**config.mk**
```make
export PLATFORM = sky130hd
export DESIGN_NAME = synth_loader
export DESIGN_NICKNAME = d
export VERILOG_FILES = /design/src/rtl/synld_pkg.sv /design/src/rtl/synld_pacer.sv /design/src/rtl/synld_stepper.sv /design/src/rtl/synld_wave.sv /design/src/rtl/synth_loader.sv
export SDC_FILE = /design/constraint.sdc
export NUM_CORES = 1
export LEC_CHECK = 0
export ABC_AREA = 1
export BUFFER_PORTS_ARGS = -buffer_cell sky130_fd_sc_hd__buf_2
export CAP_MARGIN = 30
export CORE_ASPECT_RATIO = 1.75
export CORE_MARGIN = 2
export CORE_UTILIZATION = 58
export CTS_CLUSTER_SIZE = 8
export DETAILED_ROUTE_END_ITERATION = 6
export PLACE_DENSITY = 0.8
export SLEW_MARGIN = 20
export SYNTH_ARGS = -nofsm -noshare
export SYNTH_HDL_FRONTEND = slang
export SYNTH_SLANG_ARGS = --single-unit
```
**constraint.sdc**
```tcl
create_clock -name clk -period 3.3 [get_ports clk]
set_clock_uncertainty 0.05 [all_clocks]
set_input_delay 0.66 -clock clk [delete_from_list [all_inputs] [get_ports clk]]
set_output_delay 0.66 -clock clk [all_outputs]
set_load 0.05 [all_outputs]
```
**src/rtl/synld_pkg.sv**
```systemverilog
package synld_pkg;

  localparam int BAND_W   = 4;
  localparam int NDIV_W   = 7;
  localparam int PDIV_W   = 3;
  localparam int DDIV_W   = 7;
  localparam int WORD_W   = 24;
  localparam int SEL_W    = 4;

  localparam logic [2:0]       SLOT_CODE  = 3'd2;
  localparam logic [SEL_W-1:0] SEL_LOADED = 4'd2;

  localparam int UNLOCK_RISES = 5;
  localparam int PRE_LEN      = 2 + 2 * UNLOCK_RISES + 2;
  localparam int START_LEN    = 2;
  localparam int BIT_PHASES   = 4;
  localparam int STOP_LEN     = 3;
  localparam int DATA_BASE    = PRE_LEN + START_LEN;
  localparam int STOP_BASE    = DATA_BASE + BIT_PHASES * WORD_W;
  localparam int XFER_LEN     = STOP_BASE + STOP_LEN;
  localparam int STEP_W       = $clog2(XFER_LEN);

  typedef struct packed {
    logic data;
    logic sclk;
  } line_t;

  localparam line_t LINE_IDLE = '{data: 1'b1, sclk: 1'b1};

  function automatic logic [WORD_W-1:0] pack_word(
    input logic [BAND_W-1:0] band,
    input logic [NDIV_W-1:0] ndiv,
    input logic [PDIV_W-1:0] pdiv,
    input logic [DDIV_W-1:0] ddiv
  );
    return {SLOT_CODE, band, ndiv, pdiv, ddiv};
  endfunction

  // Line state for a step index inside one repetition.
  function automatic line_t wave_at(
    input logic [STEP_W-1:0] step,
    input logic [WORD_W-1:0] word
  );
    int    s;
    int    k;
    int    ph;
    logic  b;
    logic [4:0] bi;
    line_t r;
    s = int'(step);
    r = LINE_IDLE;
    if (s == 0) begin
      r = '{data: 1'b0, sclk: 1'b0};
    end else if (s < PRE_LEN - 2) begin
      r.data = 1'b1;
      r.sclk = (s % 2 == 0);
    end else if (s == PRE_LEN - 2 || s == PRE_LEN) begin
      r = '{data: 1'b0, sclk: 1'b0};
    end else if (s == PRE_LEN - 1 || s == PRE_LEN + 1) begin
      r = '{data: 1'b0, sclk: 1'b1};
    end else if (s < STOP_BASE) begin
      k  = s - DATA_BASE;
      ph = k % BIT_PHASES;
      bi = 5'(k / BIT_PHASES);
      b  = word[bi];
      r.sclk = (ph == 0 || ph == 3);
      r.data = (ph < 2) ? ~b : b;
    end else begin
      r.data = 1'b1;
      r.sclk = (s != STOP_BASE + 1);
    end
    return r;
  endfunction

endpackage

```
**src/rtl/synld_pacer.sv**
```systemverilog
module synld_pacer #(
  parameter int TICK_DIV = 4
) (
  input  logic clk,
  input  logic rst_n,
  input  logic run,
  output logic tick
);

  generate
    if (TICK_DIV <= 1) begin : g_direct
      assign tick = run;
    end else begin : g_count
      localparam int CW = $clog2(TICK_DIV);
      localparam logic [CW-1:0] LAST = CW'(TICK_DIV - 1);
      logic [CW-1:0] cnt_q;

      assign tick = run && (cnt_q == LAST);

      always_ff @(posedge clk or negedge rst_n) begin
        if (!rst_n) begin
          cnt_q <= '0;
        end else if (!run || tick) begin
          cnt_q <= '0;
        end else begin
          cnt_q <= cnt_q + 1'b1;
        end
      end

      // each state spans several clocks, so two ticks never touch
      assert_tick_spacing_R8: assert property (@(posedge clk) disable iff (!rst_n)
        tick |=> !tick);
    end
  endgenerate

endmodule

```
**src/rtl/synld_stepper.sv**
```systemverilog
module synld_stepper
  import synld_pkg::*;
#(
  parameter int PASSES = 3
) (
  input  logic              clk,
  input  logic              rst_n,
  input  logic              accept,
  input  logic              tick,
  output logic              busy_q,
  output logic              busy_d,
  output logic [STEP_W-1:0] step_d,
  output logic              finish_d,
  output logic              done_q
);

  localparam int PW = (PASSES > 1) ? $clog2(PASSES) : 1;
  localparam logic [PW-1:0]     LAST_PASS = PW'(PASSES - 1);
  localparam logic [STEP_W-1:0] LAST_STEP = STEP_W'(XFER_LEN - 1);

  logic [STEP_W-1:0] step_q;
  logic [PW-1:0]     pass_q;
  logic [PW-1:0]     pass_d;

  always_comb begin
    busy_d   = busy_q;
    step_d   = step_q;
    pass_d   = pass_q;
    finish_d = 1'b0;
    if (accept) begin
      busy_d = 1'b1;
      step_d = '0;
      pass_d = '0;
    end else if (busy_q && tick) begin
      if (step_q == LAST_STEP) begin
        step_d = '0;
        if (pass_q == LAST_PASS) begin
          busy_d   = 1'b0;
          finish_d = 1'b1;
        end else begin
          pass_d = pass_q + 1'b1;
        end
      end else begin
        step_d = step_q + 1'b1;
      end
    end
  end

  always_ff @(posedge clk or negedge rst_n) begin
    if (!rst_n) begin
      busy_q <= 1'b0;
      step_q <= '0;
      pass_q <= '0;
      done_q <= 1'b0;
    end else begin
      busy_q <= busy_d;
      step_q <= step_d;
      pass_q <= pass_d;
      done_q <= finish_d;
    end
  end

  assert_pass_bound_R7: assert property (@(posedge clk) disable iff (!rst_n)
    busy_q |-> (pass_q <= LAST_PASS));

  assert_done_closes_R9: assert property (@(posedge clk) disable iff (!rst_n)
    done_q |-> (!busy_q && $past(busy_q)));

  // no restart of the position while a run is active and no tick is due
  assert_no_restart_R10: assert property (@(posedge clk) disable iff (!rst_n)
    (busy_q && !tick) |=> ($stable(step_q) && $stable(pass_q)));

endmodule

```
**src/rtl/synld_wave.sv**
```systemverilog
module synld_wave
  import synld_pkg::*;
(
  input  logic              active,
  input  logic [STEP_W-1:0] step,
  input  logic [WORD_W-1:0] word,
  output line_t             line
);

  assign line = active ? wave_at(step, word) : LINE_IDLE;

endmodule

```
**src/rtl/synth_loader.sv**
```systemverilog
module synth_loader
  import synld_pkg::*;
#(
  parameter int TICK_DIV = 4,
  parameter int PASSES   = 3
) (
  input  logic              clk,
  input  logic              rst_n,
  input  logic              start_i,
  input  logic [BAND_W-1:0] band_i,
  input  logic [NDIV_W-1:0] n_i,
  input  logic [PDIV_W-1:0] p_i,
  input  logic [DDIV_W-1:0] d_i,
  output logic              syn_clk_o,
  output logic              syn_data_o,
  output logic              busy_o,
  output logic              done_o,
  output logic [SEL_W-1:0]  sel_o
);

  logic              accept;
  logic              tick;
  logic              busy_q;
  logic              busy_d;
  logic [STEP_W-1:0] step_d;
  logic              finish_d;
  logic              done_q;
  logic [WORD_W-1:0] word_q;
  logic [WORD_W-1:0] word_d;
  line_t             line_d;
  line_t             line_q;
  logic [SEL_W-1:0]  sel_q;

  assign accept = start_i && !busy_q;
  assign word_d = accept ? pack_word(band_i, n_i, p_i, d_i) : word_q;

  synld_pacer #(.TICK_DIV(TICK_DIV)) u_pacer (
    .clk  (clk),
    .rst_n(rst_n),
    .run  (busy_q),
    .tick (tick)
  );

  synld_stepper #(.PASSES(PASSES)) u_stepper (
    .clk     (clk),
    .rst_n   (rst_n),
    .accept  (accept),
    .tick    (tick),
    .busy_q  (busy_q),
    .busy_d  (busy_d),
    .step_d  (step_d),
    .finish_d(finish_d),
    .done_q  (done_q)
  );

  synld_wave u_wave (
    .active(busy_d),
    .step  (step_d),
    .word  (word_d),
    .line  (line_d)
  );

  always_ff @(posedge clk or negedge rst_n) begin
    if (!rst_n) begin
      word_q <= '0;
      line_q <= LINE_IDLE;
      sel_q  <= '0;
    end else begin
      word_q <= word_d;
      line_q <= line_d;
      if (accept) begin
        sel_q <= '0;
      end else if (finish_d) begin
        sel_q <= SEL_LOADED;
      end
    end
  end

  assign syn_clk_o  = line_q.sclk;
  assign syn_data_o = line_q.data;
  assign busy_o     = busy_q;
  assign done_o     = done_q;
  assign sel_o      = sel_q;

  assert_idle_lines_R1: assert property (@(posedge clk) disable iff (!rst_n)
    !busy_o |-> (syn_clk_o && syn_data_o));

  assert_word_frozen_R11: assert property (@(posedge clk) disable iff (!rst_n)
    busy_q |=> $stable(word_q));

  assert_sel_loaded_R12: assert property (@(posedge clk) disable iff (!rst_n)
    done_o |-> (sel_o == SEL_LOADED));

  assert_sel_cleared_R12: assert property (@(posedge clk) disable iff (!rst_n)
    $rose(busy_o) |-> (sel_o == '0));

endmodule

```
==> results.toml <==
[setup_path]
r2r_cells = 20
crit_end = "syn_data_o$_DFF_PN1_"
r2r_slack_ns = 0.32
cp.required_ns = 3.49
cp_max_fo = 11
cp-startpoint = "u_stepper.step_q[1]$_DFF_PN0_"
start_kind = "flop"
r2r-end = "syn_data_o$_DFF_PN1_"
rr_startpoint = "u_stepper.step_q[1]$_DFF_PN0_"
end_kind = "flop"
critPathArrivalTime_ns = 3.17
critPathKind = "flop to flop"

[timing]
slew_violations = 0
period_share_pct = 90.2
fmax_mhz = 336
finalSetupTns_ns = 0
hold_violations = 0
fin_crit_ns = 2.98
rsz0062_at_grt = "false"
whs_ns = 0.229
setup_slack_ns = 0.322
setup_viol = 0

[clock_network]
cts_buffer_depth = 2
h-tree-depth = 2
root_buffer = "clkbuf_8"
cts_tree = "done"
clock_latency_ns = 0.30
cts_inserted_buffers = 5
clk_pin_slew_ns = 0.09
cts_setup_buffers = 0
cts_hold_buf = 0
clkSinkCount = 40

[global_route]
antenna_found_initial = 0
grt_pass1_vias = 2179
grt_overflow = 0
grt_pass1_wl_um = 9320
grt_util_all_layers_pct = 25.8
grt_start_max_net_pins = 41

[place]
pre_cts_slack_ns = 0.163
portBuffers = 28
dp_hpwl_um = 4070
place_area_sq_um = 2680
gp_congestion = 1.05

[cells_and_area]
fin_util_pct = 68.2
layout-drive-gt1-share_pct = 20.8
num_antenna_cells = 0
nNetsFinal = 402
final_area_sq_um = 2830
area_growth_pct = 12.5

[logic_synthesis]
yosysMostFrequentCell = "nand2_1"
synth_area_leader_cell = "dfrtp_1"
synth_edf_count = 0
yosys-top-cells-area = "dfrtp_1, nand2_1, nand3_1"
async_reset_ff_share_pct = 100
synth_top_cell_area_share_pct = 37.8
ys_types = 35
syn-mean-instance-area_sq_um = 7.44
seq_area_frac_synth_pct = 39.9
synthFlopType = "dfrtp_1"
yosysWarningCount = 0
ys_seq_elements = 40
synth_cells = 338
synth_area_sq_um = 2520
synthTopCellsByCount = "nand2_1, inv_1, nand3_1"

[detailed_routing]
drt-initial-drc-count = 45
dr.pass1.iters = 4
wl_met2_um = 2980
wl_met1_um = 1990
vias = 2195
avgViaCountPerCell = 5.24
ant_nets = 0
route.detailed.drc = 0
wl_met3_um = 184
totalWireLength_um = 5380
dr.max_layer_used = "met4"
wl_per_cell_um = 12.8

[floorplanning]
die_area_sq_um = 4900
io_pins = 32
core_sq_um = 4150
die-height_um = 91.1
die_x_um = 53.8
start_util_pct = 60.6
rows = 31

[outcome]
status = "finished, final reports clean"

[worst_hold_path]
hp-class = "input pin to asynchronous set/reset pin"

[flow_run]
max_cap_violations = 0

[power_and_ir_drop]
ir_worst_vdd_mv = 0.730
powerDensity_nw_per_um2 = 865
p_leak_nw = 1.56
==> flip-flops by register name, indices dropped and copies added, names as in the netlist <==
name and cells:
word_q 24, u_stepper.step_q 7, u_pacer.g_count.cnt_q 2, u_stepper.pass_q 2
sel_o 1, syn_clk_o 1, syn_data_o 1, u_stepper.busy_q 1
u_stepper.done_q 1
==> stage by stage <==
step / instances / power (W)
floorplan: 340 / 0.00169
global placement: 410 / 0.00196
detailed placement: 410 / 0.00198
CTS: 418 / 0.00241
global route: 419 / 0.00265
finish: 419 / 0.00245
==> where the power goes <==
part / switching (W) / total [W] / internal [W]
clock: 0.000191 / 0.000419 / 0.000228
combinational: 0.000892 / 0.00139 / 0.000501
sequential: 0.0000471 / 0.000636 / 0.000589
==> critical path, cell delays in order, from the launching register on <==
cell and delay (ns):
dfrtp_1 0.43, ha_1 0.19, nand3_2 0.14, nor3_2 0.22, nand2_1 0.07, nand2_1 0.09
nand3_2 0.13, nand3_2 0.14, nor2_1 0.05, ha_1 0.34, clkinvlp_4 0.22, nand3_1 0.17
nand3_1 0.08, nand2_1 0.06, nand3_1 0.07, nand3_1 0.10, nand3_2 0.08, nand3_1 0.08
nand3_1 0.08, nand2_1 0.06, nand2_1 0.05
==> repair_timing <==
item | 4_1_cts | 5_1_grt
endpoints found under the hold margin | 0 | 0
endpoints found under the setup margin | 0 | 1
resized for setup | 0 | 5
==> per-layer routing <==
metal / vias up / GRT usage, %
li1: 1106 / -
met1: 1011 / 28.0
met2: 57 / 44.3
met3: 21 / 3.78
met4: 0 / 15.4
met5: - / 0
==> final cells by class <==
type | instances | area (sq um)
flip-flops and latches | 40 | 1000
repair buffers | 32 | 190
clock inverters | 3 | 46.3
fillers | 359 | 1320
clock buffers | 5 | 68.8
multi-input cells | 230 | 1230
well taps | 49 | 61.3
inverters | 60 | 230
==> how the worst min path moves through the flow <==
stage	depth (start not counted)	slack [ns]	start	to
after CTS	1	0.39	u_pacer.g_count.cnt_q[0]$_DFF_PN0_	u_pacer.g_count.cnt_q[0]$_DFF_PN0_
after global placement	1	0.38	u_pacer.g_count.cnt_q[0]$_DFF_PN0_	u_pacer.g_count.cnt_q[0]$_DFF_PN0_
after detailed placement	1	0.38	u_pacer.g_count.cnt_q[0]$_DFF_PN0_	u_pacer.g_count.cnt_q[0]$_DFF_PN0_
after floorplan	0	0.31	rst_n	sel_o[1]$_DFFE_PN0P_
after global routing	1	0.25	rst_n	u_stepper.pass_q[0]$_DFFE_PN0P_
final	1	0.23	rst_n	u_stepper.pass_q[0]$_DFFE_PN0P_
==> kinds of logic (layout without fill, tap and decap cells) <==
family          count (synthesis)  count (layout)  synth area share [%]
flops                          40              40                  39.9
other cells                     1               3                 0.149
buf+inv                        70             100                  11.8
fa+ha+maj                       9               9                  4.48
compound gates                 17              17                  4.72
xor+xnor                        2               2                 0.696
simple gates                  199             199                  38.3
==> cells in the final DEF (no fill, tap or decap), drive strengths merged, types with 2 or more instances in the layout <==
cell      synthesis  layout
clkinvlp          0       2
buf               8      32
dfrtp            38      38
o22ai             2       2
nor3              2       2
nand3b            4       4
nand2           100     100
o211ai            2       2
ha                9       9
xor2              2       2
nand3            55      55
conb              1       3
and2             15      15
nor2             21      21
dfstp             2       2
o31ai             2       2
o21ai             6       6
a21oi             4       4
inv              59      59
clkbuf            2       5
(Power assumes the default switching activity.)
